$ cat src/rtl/line_sup_pkg.sv
package line_sup_pkg;

  typedef enum logic [1:0] {
    ST_OFF      = 2'd0,
    ST_RUN      = 2'd1,
    ST_PFC_DOWN = 2'd2
  } bo_state_e;

endpackage

$ cat src/rtl/ms_prescaler.sv
module ms_prescaler #(
  parameter int MS_TICKS = 1
) (
  input  logic clk,
  input  logic rst_n,
  input  logic tick,
  output logic ms_pulse
);

  localparam int PW = (MS_TICKS > 1) ? $clog2(MS_TICKS) : 1;

  generate
    if (MS_TICKS <= 1) begin : g_direct
      assign ms_pulse = tick;
    end else begin : g_divide
      localparam logic [PW-1:0] LAST = PW'(MS_TICKS - 1);
      logic [PW-1:0] pcnt_q, pcnt_d;

      always_comb begin
        pcnt_d = pcnt_q;
        if (tick) begin
          pcnt_d = (pcnt_q == LAST) ? '0 : pcnt_q + 1'b1;
        end
      end

      always_ff @(posedge clk or negedge rst_n) begin
        if (!rst_n) pcnt_q <= '0;
        else        pcnt_q <= pcnt_d;
      end

      assign ms_pulse = tick && (pcnt_q == LAST);

      // divider count stays inside its period
      a_r9_prescale_bound: assert property (@(posedge clk) disable iff (!rst_n)
        pcnt_q <= LAST);
    end
  endgenerate

endmodule

$ cat src/rtl/qual_timer.sv
module qual_timer #(
  parameter int LIMIT = 10
) (
  input  logic clk,
  input  logic rst_n,
  input  logic run,
  input  logic step,
  output logic done
);

  localparam int CW = $clog2(LIMIT + 1);
  localparam logic [CW-1:0] LIM = CW'(LIMIT);

  logic [CW-1:0] cnt_q, cnt_d;

  always_comb begin
    if (!run)                      cnt_d = '0;
    else if (step && cnt_q != LIM) cnt_d = cnt_q + 1'b1;
    else                           cnt_d = cnt_q;
  end

  always_ff @(posedge clk or negedge rst_n) begin
    if (!rst_n) cnt_q <= '0;
    else        cnt_q <= cnt_d;
  end

  assign done = run && (cnt_q == LIM);

  // a dropped qualifier restarts the delay from zero
  a_r2_restart: assert property (@(posedge clk) disable iff (!rst_n)
    !run |=> cnt_q == '0);

  a_r2_count_bound: assert property (@(posedge clk) disable iff (!rst_n)
    cnt_q <= LIM);

endmodule

$ cat src/rtl/brownout_fsm.sv
module brownout_fsm
  import line_sup_pkg::*;
#(
  parameter int BO_MS      = 195,
  parameter int STAGGER_MS = 12
) (
  input  logic clk,
  input  logic rst_n,
  input  logic ms_step,
  input  logic line_low,
  input  logic line_recovered,
  output logic pfc_en,
  output logic pwm_en
);

  bo_state_e state_q, state_d;
  logic bo_run, bo_done, stag_run, stag_done;

  assign bo_run   = (state_q == ST_RUN) && line_low;
  assign stag_run = (state_q == ST_PFC_DOWN);

  qual_timer #(.LIMIT(BO_MS)) u_bo_timer (
    .clk(clk), .rst_n(rst_n), .run(bo_run), .step(ms_step), .done(bo_done)
  );

  qual_timer #(.LIMIT(STAGGER_MS)) u_stag_timer (
    .clk(clk), .rst_n(rst_n), .run(stag_run), .step(ms_step), .done(stag_done)
  );

  always_comb begin
    state_d = state_q;
    unique case (state_q)
      ST_OFF:      if (line_recovered) state_d = ST_RUN;
      ST_RUN:      if (bo_done)        state_d = ST_PFC_DOWN;
      ST_PFC_DOWN: if (stag_done)      state_d = ST_OFF;
      default:                         state_d = ST_OFF;
    endcase
  end

  always_ff @(posedge clk or negedge rst_n) begin
    if (!rst_n) state_q <= ST_OFF;
    else        state_q <= state_d;
  end

  assign pfc_en = (state_q == ST_RUN);
  assign pwm_en = (state_q != ST_OFF);

  // both stages start in the same cycle, and only after recovery was seen
  a_r4_rise_together: assert property (@(posedge clk) disable iff (!rst_n)
    $rose(pfc_en) |-> $rose(pwm_en) && $past(line_recovered));

  // PWM stops only after the power-factor stage has already stopped
  a_r3_pwm_after_pfc: assert property (@(posedge clk) disable iff (!rst_n)
    $fell(pwm_en) |-> !pfc_en && $past(!pfc_en));

  // power-factor stage stops only while the line is low
  a_r1_trip_when_low: assert property (@(posedge clk) disable iff (!rst_n)
    $fell(pfc_en) |-> $past(line_low));

endmodule

$ cat src/rtl/range_ctrl.sv
module range_ctrl #(
  parameter int RANGE_MS = 170
) (
  input  logic clk,
  input  logic rst_n,
  input  logic ms_step,
  input  logic above_hi,
  input  logic below_lo,
  output logic range_hi_en
);

  logic rng_q, rng_d, rng_run, rng_done;

  assign rng_run = rng_q ? below_lo : above_hi;

  qual_timer #(.LIMIT(RANGE_MS)) u_rng_timer (
    .clk(clk), .rst_n(rst_n), .run(rng_run), .step(ms_step), .done(rng_done)
  );

  always_comb begin
    rng_d = rng_q;
    if (rng_done) rng_d = !rng_q;
  end

  always_ff @(posedge clk or negedge rst_n) begin
    if (!rst_n) rng_q <= 1'b0;
    else        rng_q <= rng_d;
  end

  assign range_hi_en = rng_q;

  // high range only after the line was above the high threshold
  a_r6_rise_cond: assert property (@(posedge clk) disable iff (!rst_n)
    $rose(range_hi_en) |-> $past(above_hi));

  // reduced range only after the line was below the low threshold
  a_r7_fall_cond: assert property (@(posedge clk) disable iff (!rst_n)
    $fell(range_hi_en) |-> $past(below_lo));

endmodule

$ cat src/rtl/line_supervisor.sv
module line_supervisor #(
  parameter int MV_W        = 16,
  parameter int MS_TICKS    = 1,
  parameter int UV_TRIP_MV  = 800,
  parameter int RECOVER_MV  = 980,
  parameter int RANGE_HI_MV = 1950,
  parameter int RANGE_LO_MV = 1600,
  parameter int BO_MS       = 195,
  parameter int STAGGER_MS  = 12,
  parameter int RANGE_MS    = 170
) (
  input  logic            clk,
  input  logic            rst_n,
  input  logic            tick,
  input  logic            sample_valid,
  input  logic [MV_W-1:0] sample_mv,
  output logic            pfc_en,
  output logic            pwm_en,
  output logic            range_hi_en
);

  localparam logic [MV_W-1:0] TRIP_LVL = MV_W'(UV_TRIP_MV);
  localparam logic [MV_W-1:0] REC_LVL  = MV_W'(RECOVER_MV);
  localparam logic [MV_W-1:0] HI_LVL   = MV_W'(RANGE_HI_MV);
  localparam logic [MV_W-1:0] LO_LVL   = MV_W'(RANGE_LO_MV);

  // reset: asserted asynchronously, released on a clock edge
  logic [1:0] rst_sync_q;
  logic       rst_n_int;

  always_ff @(posedge clk or negedge rst_n) begin
    if (!rst_n) rst_sync_q <= 2'b00;
    else        rst_sync_q <= {rst_sync_q[0], 1'b1};
  end

  assign rst_n_int = rst_sync_q[1];

  // held line sample
  logic [MV_W-1:0] level_q, level_d;

  always_comb begin
    level_d = level_q;
    if (sample_valid) level_d = sample_mv;
  end

  always_ff @(posedge clk or negedge rst_n_int) begin
    if (!rst_n_int) level_q <= '0;
    else            level_q <= level_d;
  end

  logic line_low, line_recovered, above_hi, below_lo, ms_step;

  assign line_low       = level_q < TRIP_LVL;
  assign line_recovered = level_q > REC_LVL;
  assign above_hi       = level_q > HI_LVL;
  assign below_lo       = level_q < LO_LVL;

  ms_prescaler #(.MS_TICKS(MS_TICKS)) u_prescaler (
    .clk(clk), .rst_n(rst_n_int), .tick(tick), .ms_pulse(ms_step)
  );

  brownout_fsm #(.BO_MS(BO_MS), .STAGGER_MS(STAGGER_MS)) u_brownout (
    .clk(clk), .rst_n(rst_n_int), .ms_step(ms_step),
    .line_low(line_low), .line_recovered(line_recovered),
    .pfc_en(pfc_en), .pwm_en(pwm_en)
  );

  range_ctrl #(.RANGE_MS(RANGE_MS)) u_range (
    .clk(clk), .rst_n(rst_n_int), .ms_step(ms_step),
    .above_hi(above_hi), .below_lo(below_lo), .range_hi_en(range_hi_en)
  );

  // the power-factor stage never runs without the PWM stage
  a_r11_stage_order: assert property (@(posedge clk) disable iff (!rst_n_int)
    pfc_en |-> pwm_en);

  // the held sample moves only on a valid strobe
  a_r10_hold_sample: assert property (@(posedge clk) disable iff (!rst_n_int)
    !$past(sample_valid) |-> $stable(level_q));

endmodule

$ cat config.mk
export PLATFORM = sky130hd
export DESIGN_NAME = line_supervisor
export DESIGN_NICKNAME = d
export VERILOG_FILES = /design/src/rtl/line_sup_pkg.sv /design/src/rtl/ms_prescaler.sv /design/src/rtl/qual_timer.sv /design/src/rtl/brownout_fsm.sv /design/src/rtl/range_ctrl.sv /design/src/rtl/line_supervisor.sv
export SDC_FILE = /design/constraint.sdc
export NUM_CORES = 1
export LEC_CHECK = 0
export CELL_PAD_IN_SITES_DETAIL_PLACEMENT = 0
export CELL_PAD_IN_SITES_GLOBAL_PLACEMENT = 1
export CORE_ASPECT_RATIO = 1.75
export CORE_MARGIN = 3
export CORE_UTILIZATION = 29
export CTS_BUF_LIST = sky130_fd_sc_hd__clkbuf_4 sky130_fd_sc_hd__clkbuf_8 sky130_fd_sc_hd__clkbuf_16
export DETAILED_ROUTE_END_ITERATION = 10
export GPL_TIMING_DRIVEN = 0
export PLACE_DENSITY = 0.58
export SETUP_SLACK_MARGIN = 0.4
export SYNTH_ARGS = -nofsm -noshare
export SYNTH_HDL_FRONTEND = slang
export SYNTH_SLANG_ARGS = --single-unit
$ cat constraint.sdc
create_clock -name clk -period 1.15 [get_ports clk]
set_input_delay 0.23 -clock clk [delete_from_list [all_inputs] [get_ports clk]]
set_output_delay 0.23 -clock clk [all_outputs]
set_load 0.01 [all_outputs]
Yosys cells after proc, flatten, opt, wreduce, memory -nomap -nowiden
Index checks and enable logic that the tools add are counted.

storage, ports and cells
  output and inout port bits = 3
  bits of input ports = 20
  register bits = 41
  logic and storage cells = 50

operators by class
  equal/unequal tests = 14
  add/subtract/negate cells = 3
  reductions and logical operators = 11
  multiplexer cells = 11
  magnitude comparators = 4

operators with widths
  kind                  number
  $mux 8                4
  $add 8x1->8 const B   2
  $eq 8x8->1 const B    2
  $gt 16x10->1 const B  1
  $gt 16x11->1 const B  1
  $lt 16x10->1 const B  1
  $lt 16x11->1 const B  1
  $ne 8x8->1 const B    2
  $ne 2x1->1 const B    5
  $mux 4                2
  $logic_and 1x1->1     7
  $mux 2                3
  $pmux 2 s3            1
  $add 4x1->4 const B   1
  $eq 4x4->1 const B    1
  $ne 4x4->1 const B    1
  $reduce_and 3->1      1
  $eq 2x1->1 const B    1
  $eq 2x2->1 const B    1
  $logic_not 2->1       1
  $ne 2x2->1 const B    1
  $reduce_bool 2->1     1
  $logic_not 1->1       1
  $mux 1                1

Longest topological paths before layout
Gate-level depths: netlist of run 1.

  word-level depth = 5
  gate-level depth with buffers = 6
  mapped depth without buffers = 6

Hierarchy
Synthesis of run 1 repeated with hierarchy kept, for this count alone.

second synthesis, totals
  cells, all modules = 187
  area total of the unflattened synthesis = 2034.5 sq um

modules (own cells, without submodules)
  module                                 times used  area an instance (sq um)  cells an instance
  line_supervisor                        1           764.5                     54
  qual_timer at u_brownout.u_bo_timer    1           446.7                     46
  qual_timer at u_range.u_rng_timer      1           439.2                     47
  qual_timer at u_brownout.u_stag_timer  1           227.7                     26
  brownout_fsm                           1           100.1                     10
  range_ctrl                             1           48.8                      3
  ms_prescaler                           1           7.5                       1

Least setup slack after synthesis of run 1
Ideal clock, no wire load.

  path kind = reg-to-reg
  start point = reg u_brownout.u_bo_timer.cnt_q[0]
  end point = reg u_brownout.u_bo_timer.cnt_q[2]
  stages on the path, launching flop included = 6
  buffers on the path = 0
  setup time = 81 ps
  required time = 1069 ps
  data arrival time = 1430 ps
  path slack = -361 ps
  cells stage by stage = dfrtp_1 > ha_1 > nand4b_1 > o41ai_1 > or3b_2 > a21oi_1

between the ends
  longest elaborated chain between the ends = 3
  elaborated cells on any way between the ends = 6
  those cells by class = add/sub (1); eq/ne (2); mux (2); reduce/logical (1)

ends and longest elaborated chain
  what                                                RTL line          source
  from (decl)                                         qual_timer.sv:14  logic [CW-1:0] cnt_q, cnt_d;
  from (signal assigned)                              qual_timer.sv:24  else cnt_q <= cnt_d;
  $add 8x1->8 / $ne 8x8->1 (equally long branches)    qual_timer.sv:18  else if (step && cnt_q != LIM) cnt_d = cnt_q + 1'b1;
  $mux 8 / $logic_and 1x1->1 (equally long branches)  qual_timer.sv:18
  $mux 8 / $ne 2x1->1 (equally long branches)         --

Parallel ways exist; a longest one is shown, timed or not. The select of a mux whose other input is x is not followed.
A chain may end at the register's enable or synchronous reset.

Final worst setup path of run 1
  start point = reg u_brownout.u_bo_timer.cnt_q[2]
  end point = reg u_brownout.state_q[0]

between the ends
  longest elaborated chain between the ends = 4

ends and longest elaborated chain
  what                        RTL line            source
  $eq 8x8->1                  qual_timer.sv:27    assign done = run && (cnt_q == LIM);
  $logic_and 1x1->1           qual_timer.sv:27
  $ne 2x1->1 (no line)        --
  $reduce_and 3->1 (no line)  --
  to (signal assigned)        brownout_fsm.sv:42  else state_q <= state_d;
  to (decl)                   brownout_fsm.sv:16  bo_state_e state_q, state_d;

Every way passes these cells.

==> run metrics, run 1 <==
status complete, but fails checks; violated checks setup timing; WL met1 1810 um; DR vias/cell 4.93; Max IR drop VDD 0.000851 V; WP buf/inv 0; Diodes inserted 0; Final WS setup -0.340 ns; die area 7960 um^2; Distinct cells, synth 41; cell area after layout 3090 um^2; first-pass GRT wire length 8260 um; Largest stage delay, worst path 0.50 ns; area delta synth->final 54.4%; Final setup viols 22; Post-synth EDFFs 0; IO Port Bufs 21; num rows 39; final total power between 3 and 4 mW; Nets 268; Mapped Nets 210; H-tree levels 2; Setup TNS -5.20 ns; top achievable clock speed 0.671 GHz; Post-Synthesis Cells 185; vias in the first global route 1739; CP top delay family simple AND/OR/NAND/NOR gates; max layer used met4; TritonCTS clock tree done; Fin. Hold Viols 0; flops & latches, synth a little over 40; Startpoint Class flip-flop; clock sinks 41; First-pass DRT Iterations 4; Syn Area/Cell approximately 11 um^2; Die Y 116 um; core area 6590 um^2; Synthesis Warnings 0; register area share after synthesis 0.513; Req. time, crit path 1.31 ns; Routed Antenna Nets 0; RD Place Congestion 0.720; RSZ-0062 raised after global routing true; clk root buf clkbuf_16; final core occ 0.468; Post-DP HPWL around 3200 um; Final min period 1.49 ns; Top Ports 23; Area after DPL 2470 um^2; Iter 0 DRT Violations 54; crit end category flip-flop; slowest library cell on the worst path or4_4; P_leak 1.23 nW; Synth Flop Type dfrtp_1; crit path cell chain nand4b_1, or4_4, nor2_1, nor3_1; Pins Over Slew Limit 0; area leader, netlist dfrtp_1; Async SR Flop Fraction 1.00; P per Cell Area 1270 nW/um^2; CTS clock-pin slew for the worst setup and hold paths 0.06 ns; clock latency on the worst-skew pair 0.28 ns; largest net degree at the start of global routing 40; crit path kind flip-flop to flip-flop; Initial Util 0.303; DR vias 1602; WL met3 136 um; initial antenna violation count 0; post-DR wirelength/cell 15.0 um; WL final 4860 um; clock buffer depth 2; Netlist Area Pre-Place 2000 um^2; Synth top area share 0.513; Remaining DRCs 0; cells taking the most area after synthesis dfrtp_1 51%, mux2_2 8.5%, nor2_1 3.6%, ha_1 3.1%, xor2_1 3.1%; routed wl met2 2810 um; Die X around 69 um; Max FO, Critical Path 6; Hold Crit Class input port to asynchronous set/reset pin; cts bufs inserted 5; worst slack at placement -0.723 ns; max_cap viols 0; All-Layer GR Usage 0.140; global route overflow 0; Worst Clk Skew 0.00359 ns; layout cell share with drive strength beyond 1 0.469; fin crit share 1.30; Critical Path AT 1.65 ns
[state kept, by name (all words and copies together) (netlist names)]
name and flops:
u_brownout.state_q 2, u_brownout.u_bo_timer.cnt_q 8, u_range.u_rng_timer.cnt_q 8, u_range.range_hi_en 1, level_q 16, u_brownout.u_stag_timer.cnt_q 4
rst_sync_q 2
[logic make-up (layout without fill, tap and decap cells)]
logic type / Yosys count / in the layout / share of synthesized area
compound gates: 23 / 23 / 0.0820
buf+inv: 9 / 67 / 0.0175
other cells: 1 / 1 / 0.00188
simple gates: 78 / 78 / 0.212
mux: 15 / 15 / 0.0845
xor+xnor: 13 / 13 / 0.0570
flops: 41 / 41 / 0.513
fa+ha+maj: 5 / 5 / 0.0313
[metrics by stage]
stage / hold slack, ns / cells
final: 0.112 / 325
after global placement: 0.334 / 288
after global routing: 0.115 / 325
after floorplan: -0.0656 / 185
after detailed placement: 0.331 / 288
after CTS: 0.102 / 317
[synthesized netlist by cell type, types with 2 or more instances]
cell type  instances
a21oi_1            7
a21oi_2            2
clkbuf_1           2
dfrtp_1           41
ha_1               5
inv_1              4
mux2_2            15
nand2_1           14
nand2b_1           3
nand3_1           10
nand4_1            6
nand4b_1           3
nor2_1            19
nor2b_1            2
nor3_1             7
nor4_1             2
o21ai_0            4
o22ai_1            2
o311ai_0           2
or2_2              2
or3_1              2
xnor2_1            6
xor2_1             7
[cells in the final DEF, fill, tap and decap left out, types with 2 or more instances in the layout]
cell type / n
nor3_1: 5
nand3_2: 4
mux2_4: 15
nand4_1: 6
buf_6: 11
dfrtp_1: 33
nor2_4: 3
inv_2: 4
nor3_2: 2
nor2_1: 10
nand4b_1: 3
o21ai_0: 4
a21oi_2: 6
dfrtp_2: 7
nor2b_4: 2
buf_12: 2
o22ai_1: 2
buf_4: 20
nand3_1: 5
a21oi_1: 3
clkbuf_16: 5
nand2b_1: 3
nand2_1: 12
clkdlybuf4s50_1: 17
or4_4: 2
clkbuf_4: 2
or3_1: 2
xor2_1: 6
xnor2_1: 5
nor2_2: 6
ha_4: 2
ha_1: 2
[worst paths after layout]
path / start / slack [ns] / depth (start not counted) / endpoint
hold / removal: rst_n / 0.11 / 1 / rst_sync_q[1]
min in group clk: sample_valid / 0.24 / 2 / level_q[3]
setup / recovery: u_brownout.u_bo_timer.cnt_q[2] / -0.34 / 4 / u_brownout.state_q[0]
max in group asynchronous: rst_sync_q[1] / 0.50 / 1 / level_q[10]
setup reg to reg: u_brownout.u_bo_timer.cnt_q[2] / -0.34 / 4 / u_brownout.state_q[0]
hold reg to reg: rst_sync_q[1] / 0.23 / 0 / u_range.range_hi_en
[metal layers]
layer / global-route usage / vias to the layer above
met5: 0 / -
met4: 0.0625 / 0
met3: 0.0320 / 8
met2: 0.257 / 24
met1: 0.145 / 794
li1: - / 776
[report_power, final]
group          switching (mW)  leakage [nW]  internal (mW)  total [mW]
Combinational           0.319         0.650          0.418       0.738
Sequential              0.169         0.510           1.59        1.76
Clock                   0.535        0.0734          0.875        1.41
[repair_timing]
action                                  4_1_cts  5_1_grt
hold buffers                                  0        0
pin swaps                                    16       10
endpoints found under the setup margin       41       80
buffers inserted                             22        8
gates resized for setup                      55       16
[final cells by class]
cell class / count / area (um^2)
multi-input combinational: 135 / 1230
tap: 82 / 103
timing repair buffer: 51 / 502
clock buffer: 7 / 146
buffer: 4 / 47.5
fill: 655 / 3500
inverter: 5 / 18.8
sequential: 41 / 1040
Power figures use the tool's default switching activity.
==> inputs of run 2 (changes only) <==
GPL_TIMING_DRIVEN = unset   (was 0)
==> run metrics, run 2 (same netlist as run 1, synthesis figures left out) <==
first-pass GRT wire length between 8000 and 9000 um; layout cell share with drive strength beyond 1 0.498; R2R setup slack -0.31 ns; largest net degree at the start of global routing 19; initial antenna violation count 0; First-pass DRT Iterations 4; Remaining DRCs 0; RD Place Congestion 0.741; CTS Hold Bufs 0; clock sinks just over 40; most common cell after layout, fill and taps aside buf_4; H-tree levels 2; Routed Antenna Nets 0; Die X 68.7 um; area delta synth->final 68.2%; top achievable clock speed 0.685 GHz; TritonCTS clock tree done; post-DR wirelength/cell 14.0 um; P_leak 1.45 nW; Combinational Power Share 0.245; Initial Util 0.303; Fin. Hold Viols 0; final std cells w/o fill 363; P_int ~3.1 mW; Final setup viols 23; clock latency on the worst-skew pair 0.28 ns; core area 6590 um^2; crit path kind flip-flop to flip-flop; WL final 5070 um; DR vias/cell about 4.7; cts bufs inserted 5; CTS clock-pin slew for the worst setup and hold paths 0.06 ns; Startpoint Class flip-flop; crit end category flip-flop; Pins Over Slew Limit 0; Biggest register level_q; Max FO, Critical Path 3; RSZ-0062 raised after global routing true; IO Port Bufs 22; final core occ 0.510; net switching power 1.08 mW; cell area after layout 3360 um^2; Post-DP HPWL 3640 um; Reg power frac 0.406; fin crit share 1.27; Largest regs level_q x16, u_brownout.u_bo_timer.cnt_q x8, u_range.u_rng_timer.cnt_q x8; Post-Place Cells about 340; vias in the first global route 1807; Area after DPL 2860 um^2; status complete, but fails checks; DR vias 1723; All-Layer GR Usage 0.140; Sw Share 0.255; Reg2Reg Capture Point u_range.u_rng_timer.cnt_q[0]; die area 7960 um^2; Iter 0 DRT Violations 26; Worst Clk Skew 0.00538 ns; Req. time, crit path around 1.3 ns; num rows 39; Clk pwr share 0.349; global route overflow 0; Final min period 1.46 ns; Nets 305; P per Cell Area 1260 nW/um^2; max_cap viols 0; Hold Crit Class input port to asynchronous set/reset pin; r2r startpoint u_range.u_rng_timer.cnt_q[0]; Critical Path AT roughly 1.6 ns; clock buffer depth 2; Largest register FFs 16; violated checks setup timing; Final WS setup -0.310 ns; clk root buf clkbuf_16; Diodes inserted 0; most frequent cells in the layout 48 x buf_4, 38 x dfrtp_1, 21 x buf_6; Reg2Reg Depth 7; Die Y 116 um; Top Ports 23; crit path launch u_range.u_rng_timer.cnt_q[0]; Max IR drop VDD 0.000772 V
run 2: cell count changes in the layout (fill, tap and decap cells not counted), sizes merged:
cell,delta
clkbuf,-2
clkinv,+1
buf,+37
dlygate4sd2,+1
bufbuf,+1
run 2: worst max-delay path by stage:
stage / to / slack, ns
finish: u_range.u_rng_timer.cnt_q[0] / -0.31
global route: u_range.u_rng_timer.cnt_q[0] / -0.43
CTS: u_range.u_rng_timer.cnt_q[0] / -0.34
detailed placement: u_range.u_rng_timer.cnt_q[7] / -0.39
global placement: u_range.u_rng_timer.cnt_q[0] / -0.40
floorplan: u_brownout.u_bo_timer.cnt_q[2] / -0.27
run 2: stage by stage:
step,setup TNS [ns],hold slack [ns],power [mW],setup slack [ns]
CTS,-5.58,0.101,4.23,-0.341
global placement,-10.64,0.208,2.59,-0.401
finish,-5.42,0.106,4.22,-0.310
global route,-6.94,0.119,4.45,-0.427
floorplan,-3.82,-0.0656,2.15,-0.274
detailed placement,-10.77,0.210,2.60,-0.385
run 2: cell type report:
cell class | count | area, um^2
clock buffer | 7 | 153
clock inverter | 1 | 5.00
fill | 615 | 3230
inverter | 5 | 18.8
multi-input combinational | 135 | 1170
sequential | 41 | 1030
tap | 82 | 103
timing repair buffer | 92 | 875
run 2: power by group through the flow:
stage / clock network, mW / logic [mW] / registers (mW)
after global placement: 0 / 0.870 / 1.72
after detailed placement: 0 / 0.874 / 1.72
final: 1.47 / 1.03 / 1.72
after floorplan: 0 / 0.403 / 1.75
after global routing: 1.59 / 1.13 / 1.73
after CTS: 1.53 / 0.984 / 1.71
run 2: what timing repair did:
item,CTS,global route
pin swaps,15,7
buffers inserted,9,7
endpoints found under the hold margin,0,0
setup endpoints to repair,42,42
gates cloned,1,0
resized for setup,52,13
run 2: routing by layer:
layer	routed length, um	GRT usage	vias up
li1	-	-	850
met5	0	0	-
met2	2910	0.266	26
met1	1960	0.145	842
met4	84	0.0547	0
met3	111	0.0233	5
run 2: critical path, cell delays in order (launching register included):
cell      delay (ns)
dfrtp_1         0.39
inv_2           0.06
ha_1            0.13
nand4b_1        0.18
o31ai_4         0.27
buf_4           0.16
xnor2_1         0.10
nor2_1          0.06
